## config.mk

```make
export PLATFORM = sky130hd
export DESIGN_NAME = dsadc_seq
export DESIGN_NICKNAME = d
export VERILOG_FILES = /design/src/rtl/dsadc_seq.sv
export SDC_FILE = /design/constraint.sdc
export NUM_CORES = 1
export LEC_CHECK = 0
export ABC_AREA = 1
export BUFFER_PORTS_ARGS = -buffer_cell sky130_fd_sc_hd__buf_4
export CAP_MARGIN = 10
export CORE_MARGIN = 4
export CORE_UTILIZATION = 25
export DETAILED_ROUTE_END_ITERATION = 12
export MAX_ROUTING_LAYER = met4
export SETUP_SLACK_MARGIN = 0.02
export SLEW_MARGIN = 10
export SYNTH_ARGS = -nofsm -noshare
export SYNTH_HDL_FRONTEND = slang
export SYNTH_SLANG_ARGS = --single-unit
```

## constraint.sdc

```tcl
create_clock -name clk -period 2.6 [get_ports clk]
set_input_delay 0.13 -clock clk [delete_from_list [all_inputs] [get_ports clk]]
set_output_delay 0.13 -clock clk [all_outputs]
set_load 0.01 [all_outputs]
```

## src/rtl/dsadc_seq.sv

```systemverilog
`timescale 1ns/1ps
module dsadc_seq #(
  parameter int AZ_LEN  = 32768,
  parameter int INT_LEN = 32768,
  parameter int CW      = $clog2(2*INT_LEN) + 1
) (
  input  logic          clk,
  input  logic          rst_n,
  input  logic          run_hold,
  input  logic          cmp,
  output logic [8:0]    sw,
  output logic [1:0]    phase,
  output logic          res_valid,
  output logic [CW-1:0] res_cnt,
  output logic          res_neg,
  output logic          res_ovr
);
  localparam int DE_LEN = 2 * INT_LEN;
  localparam int TOTAL  = AZ_LEN + INT_LEN + DE_LEN;
  localparam int CYW    = $clog2(TOTAL);
  localparam logic [CYW-1:0] C_INT  = CYW'(AZ_LEN);
  localparam logic [CYW-1:0] C_DE   = CYW'(AZ_LEN + INT_LEN);
  localparam logic [CYW-1:0] C_LAST = CYW'(TOTAL - 1);

  localparam logic [8:0] SW_ZERO = 9'h10B;
  localparam logic [8:0] SW_INT  = 9'h10C;
  localparam logic [8:0] SW_POS  = 9'h0C0;
  localparam logic [8:0] SW_NEG  = 9'h120;

  logic [CYW-1:0] cyc;
  logic [CW-1:0]  dcnt;
  logic           pol, crossed;

  wire in_de     = cyc >= C_DE;
  wire in_int    = (cyc >= C_INT) && !in_de;
  wire last_int  = cyc == C_DE - CYW'(1);
  wire last_cyc  = cyc == C_LAST;
  wire parked    = (cyc == '0) && !run_hold;
  wire cross_now = in_de && !crossed && (cmp != pol);
  wire hit       = crossed || cross_now;

  assign phase = in_de ? 2'd2 : (in_int ? 2'd1 : 2'd0);

  always_comb begin
    if (in_de && !crossed) sw = pol ? SW_POS : SW_NEG;
    else if (in_int)       sw = SW_INT;
    else                   sw = SW_ZERO;
  end

  always_ff @(posedge clk) begin
    if (!rst_n) begin
      cyc       <= '0;
      dcnt      <= '0;
      pol       <= 1'b0;
      crossed   <= 1'b0;
      res_valid <= 1'b0;
      res_cnt   <= '0;
      res_neg   <= 1'b0;
      res_ovr   <= 1'b0;
    end else begin
      if (!parked) cyc <= last_cyc ? '0 : cyc + CYW'(1);

      if (last_int) begin
        pol     <= cmp;
        crossed <= 1'b0;
        dcnt    <= '0;
      end else if (in_de && !crossed) begin
        if (cmp != pol) crossed <= 1'b1;
        else            dcnt    <= dcnt + CW'(1);
      end

      res_valid <= last_cyc;
      if (last_cyc) begin
        res_cnt <= hit ? dcnt : dcnt + CW'(1);
        res_ovr <= !hit;
        res_neg <= !pol;
      end
    end
  end
endmodule

```

Word level (Yosys, flattened, before mapping)
Index checks and enable logic that the tools add are counted.
- memory bits (read-only): 0
- output and inout bits: 31
- bits in writable memories: 0
- bits in latches: 0
- bits in registers: 56
- memories: 0
- input bits: 4
- $mul: 0
- div/mod/pow operators: 0
- add/subtract/negate cells: 2
- bitwise gates (word level): 2
- shifts and indexed selects: 0
- magnitude comparators: 2
- mux-type cells: 7
- reductions and logical operators: 14
- equality and inequality tests: 3
- operator list (kind ; count):
    $add A17 B1 Y17 const B ; 2
    $mux W17 ; 2
    $mux W9 ; 2
    $eq A17 B16 Y1 const B ; 1
    $eq A17 B17 Y1 const B ; 1
    $ge A17 B16 Y1 const B ; 1
    $ge A17 B17 Y1 const B ; 1
    $logic_not A17 Y1 ; 1
    $logic_not A1 Y1 ; 5
    $logic_and A1 B1 Y1 ; 4
    $reduce_and A2 Y1 ; 2
    $mux W3 ; 1
    $mux W2 ; 1
    $not A1 Y1 ; 2
    $reduce_or A2 Y1 ; 1
    $logic_or A1 B1 Y1 ; 1
    $mux W1 ; 1
    $ne A1 B1 Y1 ; 1

Longest topological paths before layout
- depth in word-level cells: 5
- depth in mapped cells: 15
- mapped depth without buffers: 13

Worst setup path after synthesis
No wires, ideal clock.
- kind: register to register
- start: register cyc[0]
- end: register cyc[0]
- data required time: 2486 ps
- library setup time: 114 ps
- cell stages (with the launch flop): 14
- path slack: 337 ps
- data arrival time: 2149 ps
- cells stage by stage: dfxtp_1 > ha_1 > nand2_1 > nor2_1 > nand2_1 > nor2_1 > nand3_1 > nor4_1 > ha_1 > buf_2 > clkbuf_1 > nand2_1 > nand2_1 > nor2_1
- longest elaborated chain between the ends: 2
- elaborated cells between the ends (all ways): 5
- RTL lines (element ; RTL line ; RTL):
    start, declared ; 30 ; logic [CYW-1:0] cyc;
    start signal, assigned ; 61 ; if (!parked) cyc <= last_cyc ? '0 : cyc + CYW'(1);
    $eq A17 B17 Y1 ; 37 ; wire last_cyc = cyc == C_LAST;
    via last_cyc ; 37 ;
    $mux W17 ; 61 ;
The timed path passes the listed nets, and every way through them passes these cells.
A chain may end at the register's enable or synchronous reset.

Final worst setup path
- start: register cyc[1]
- end: register res_cnt[12]
- elaborated cells between the ends (all ways): 6
- RTL lines (element ; RTL line ; RTL):
    $eq A17 B17 Y1 ; 37 ;
    via last_cyc ; 37 ;
    end signal, assigned ; 74 ; res_cnt <= hit ? dcnt : dcnt + CW'(1);
    end, declared ; 14 ; output logic [CW-1:0] res_cnt,
The timed path passes the listed nets, and every way through them passes these cells.

==> flow_summary.ini <==
[layout]
multiInputGateArea_um2 = 1560
fillers = 1217
areaGrowthSynthToFinish_pct = 19.1
regArea_um2 = 1120
fin_util_pct = 30.9
drive_above_1_share_pct = 14.1
antenna-diode-count = 0
layout.nets = 491

[floorplanning]
start_util_pct = 26.0
dieArea_um2 = 13800
dieHeight_um = 118
ios = 35
row_count = 39
die_w_um = 118
core_area_um2 = 11600

[route]
wl_um = 7750
drtIter0Drc = 255
wl_per_cell_um = 12.4
viasPerCell = 4.54
route.vias.total = 2843
drcViolationCount = 0
antenna_left = 0
dr.pass1.iters = 4

[grt]
grt_pass1_wl_um = 13100
antenna_found_initial = 0
grt_max_degree = 20
grt_pass1_vias = 2633
grtUsageTotal_pct = 11.5
grt-ovfl-total = 0

[power]
vdd_drop_max_mv = 0.221
internal_power_mw = 1.35
comb_power_share_pct = 4.6
pwr-share-clk_pct = 44.1
power_leakage_nw = 1.57
seqPwrFrac_pct = 51.3
switching_share_pct = 21.1
cellPowerDensity_nw_per_um2 = 479
p_switching_mw = 0.362

[logic_synthesis]
ys_ff_latch = 56
synth_area_um2 = 3000
yosys_warnings = 0
ys_seq_area_share_pct = 37.3
ys_types = 32
netlist_instances = 452
synth_nets = 461
syn_area_per_cell_um2 = 6.64

[worst_setup_path]
end_kind = flip-flop
regToRegStartpoint = cyc[1]
critical_path.max_fanout = 7
crit_start = cyc[1]
critical_path_class = reg2reg
endpoint = res_cnt[12]
reg2reg_depth = 13
rrSetupSlack_ps = 260
cp.arrival_ps = 2550
required_ps = 2820
worstSetupStartpointType = flip-flop
r2r-end = res_cnt[12]

[sta]
hold_viol_final = 0
setup_viol = 0
fmax_mhz = 428
whs_ps = 123
tns_ps = 0
layout_min_cycle_time_ps = 2340
finalCritPeriodShare_pct = 89.9
slew_viol_final = 0
skew_ps = 10.3
rsz0062_at_grt = false

[clock_tree]
cts_tree = built
cts_hold_buf = 0
cts.path.max_buffers = 2
cts.sinks = 56
cts-root-buf = clkbuf_16
clkTransAtPathRegs_ps = 70
clk_latency_ps = 290
htreeDepth = 2
cts_buffers = 5

[placed_design]
finalWeightedCongestion = 0.858
portBuffers = 33
hpwl_um = 5810

[run_status]
status = finished clean

[worst_hold_path]
worstHoldStart = cmp
hold_path_class = in2reg

[job]
drv_cap = 0
==> state kept, by name (all words and copies together) (netlist names) <==
name / flops
cyc: 17
res_cnt: 17
res_valid: 1
res_neg: 1
res_ovr: 1
crossed: 1
dcnt: 17
pol: 1
==> final cells by class <==
cell class	instances	area share, %
multi-input combinational	317	43.5
tap	143	5.00
clock inverter	2	0.980
sequential	56	31.4
timing repair buffer	40	8.85
inverter	62	6.65
clock buffer	6	3.60
==> power by group through the flow <==
stage	Clock (mW)	Sequential, mW	Combinational, mW
after floorplan	0	0.895	0.0587
after global placement	0	0.896	0.0776
after detailed placement	0	0.898	0.0778
after CTS	0.775	0.878	0.0785
after global routing	0.821	0.880	0.0892
final	0.755	0.878	0.0796
==> critical path: stages, from the launching register on <==
cell,delay [ps]
dfxtp_1,380
ha_1,190
nand2_1,110
nor2_1,100
nand2_1,100
nor2_2,140
nand3_1,150
nor4_4,200
ha_2,260
inv_1,80
nor2_4,150
buf_4,190
nand3_1,80
a21oi_1,140
==> Yosys cell counts <==
cell type | n | share of area [%]
a211oi_1 | 2 | 0.50
a211oi_2 | 3 | 1.3
a21oi_1 | 23 | 3.8
a21oi_2 | 1 | 0.29
and2_2 | 1 | 0.25
buf_2 | 4 | 0.67
buf_4 | 7 | 1.7
buf_6 | 2 | 0.75
clkbuf_1 | 4 | 0.50
conb_1 | 1 | 0.12
dfxtp_1 | 56 | 37
ha_1 | 5 | 2.1
inv_1 | 58 | 7.3
inv_2 | 2 | 0.25
inv_4 | 2 | 0.42
nand2_1 | 101 | 13
nand2_2 | 1 | 0.21
nand2_4 | 1 | 0.37
nand3_1 | 32 | 5.3
nand3b_1 | 1 | 0.25
nand4_1 | 8 | 1.7
nor2_1 | 77 | 9.6
nor2_2 | 2 | 0.42
nor2_4 | 2 | 0.75
nor2_8 | 1 | 0.67
nor3_1 | 11 | 1.8
nor4_1 | 2 | 0.42
o211ai_1 | 2 | 0.50
o21ai_0 | 22 | 3.7
o21ai_1 | 6 | 1.0
o21bai_1 | 2 | 0.50
xor2_1 | 10 | 2.9
==> layer usage <==
metal	vias to the layer above	GRT usage [%]	wire, um
met5	-	-	0
met3	6	2.26	417
li1	1487	-	-
met2	71	18.7	3680
met1	1279	14.9	3590
met4	0	2.56	74
==> logic make-up after synthesis <==
| kind of cell | synth area share, % |
|---|---|
| fa+ha+maj | 2.08 |
| buf+inv | 11.6 |
| compound gates | 11.5 |
| simple gates | 34.4 |
| flops | 37.3 |
| xor+xnor | 2.92 |
| other cells | 0.125 |
==> through the flow <==
stage	instance area, um2	setup WS, ps	power, mW	std cells
global placement	3370	237	0.974	616
detailed placement	3370	103	0.976	616
finish	3580	264	1.71	626
CTS	3530	49.4	1.73	624
global route	3580	26.6	1.79	626
floorplan	3000	337	0.954	452
==> layout by cell type (no fill, tap or decap), types with 2 or more instances in the layout <==
cell / instances
o21ai_1: 6
a211oi_2: 3
nand2_1: 101
inv_1: 58
nor3_1: 11
a21oi_1: 23
a211oi_1: 2
nor2_2: 3
nor2_4: 2
o21bai_1: 2
nand4_1: 8
nand3_1: 32
ha_1: 3
xor2_1: 10
dfxtp_1: 55
nor2_1: 76
buf_4: 38
clkbuf_16: 5
o211ai_1: 2
inv_2: 2
o21ai_0: 22
ha_2: 2
inv_4: 2
==> how the worst min path moves through the flow <==
stage               cells after the start  slack [ps]   to
global placement                        3         400  pol
floorplan                               2         280  pol
finish                                  3         120  pol
global route                            3         150  pol
detailed placement                      3         420  pol
CTS                                     3         120  pol
==> timing repair <==
item / 4_1_cts / 5_1_grt
setup endpoints to repair: 0 / 42
buffers inserted: 0 / 2
gates resized for setup: 0 / 7
No activity file was read; power rests on OpenSTA's default activity.
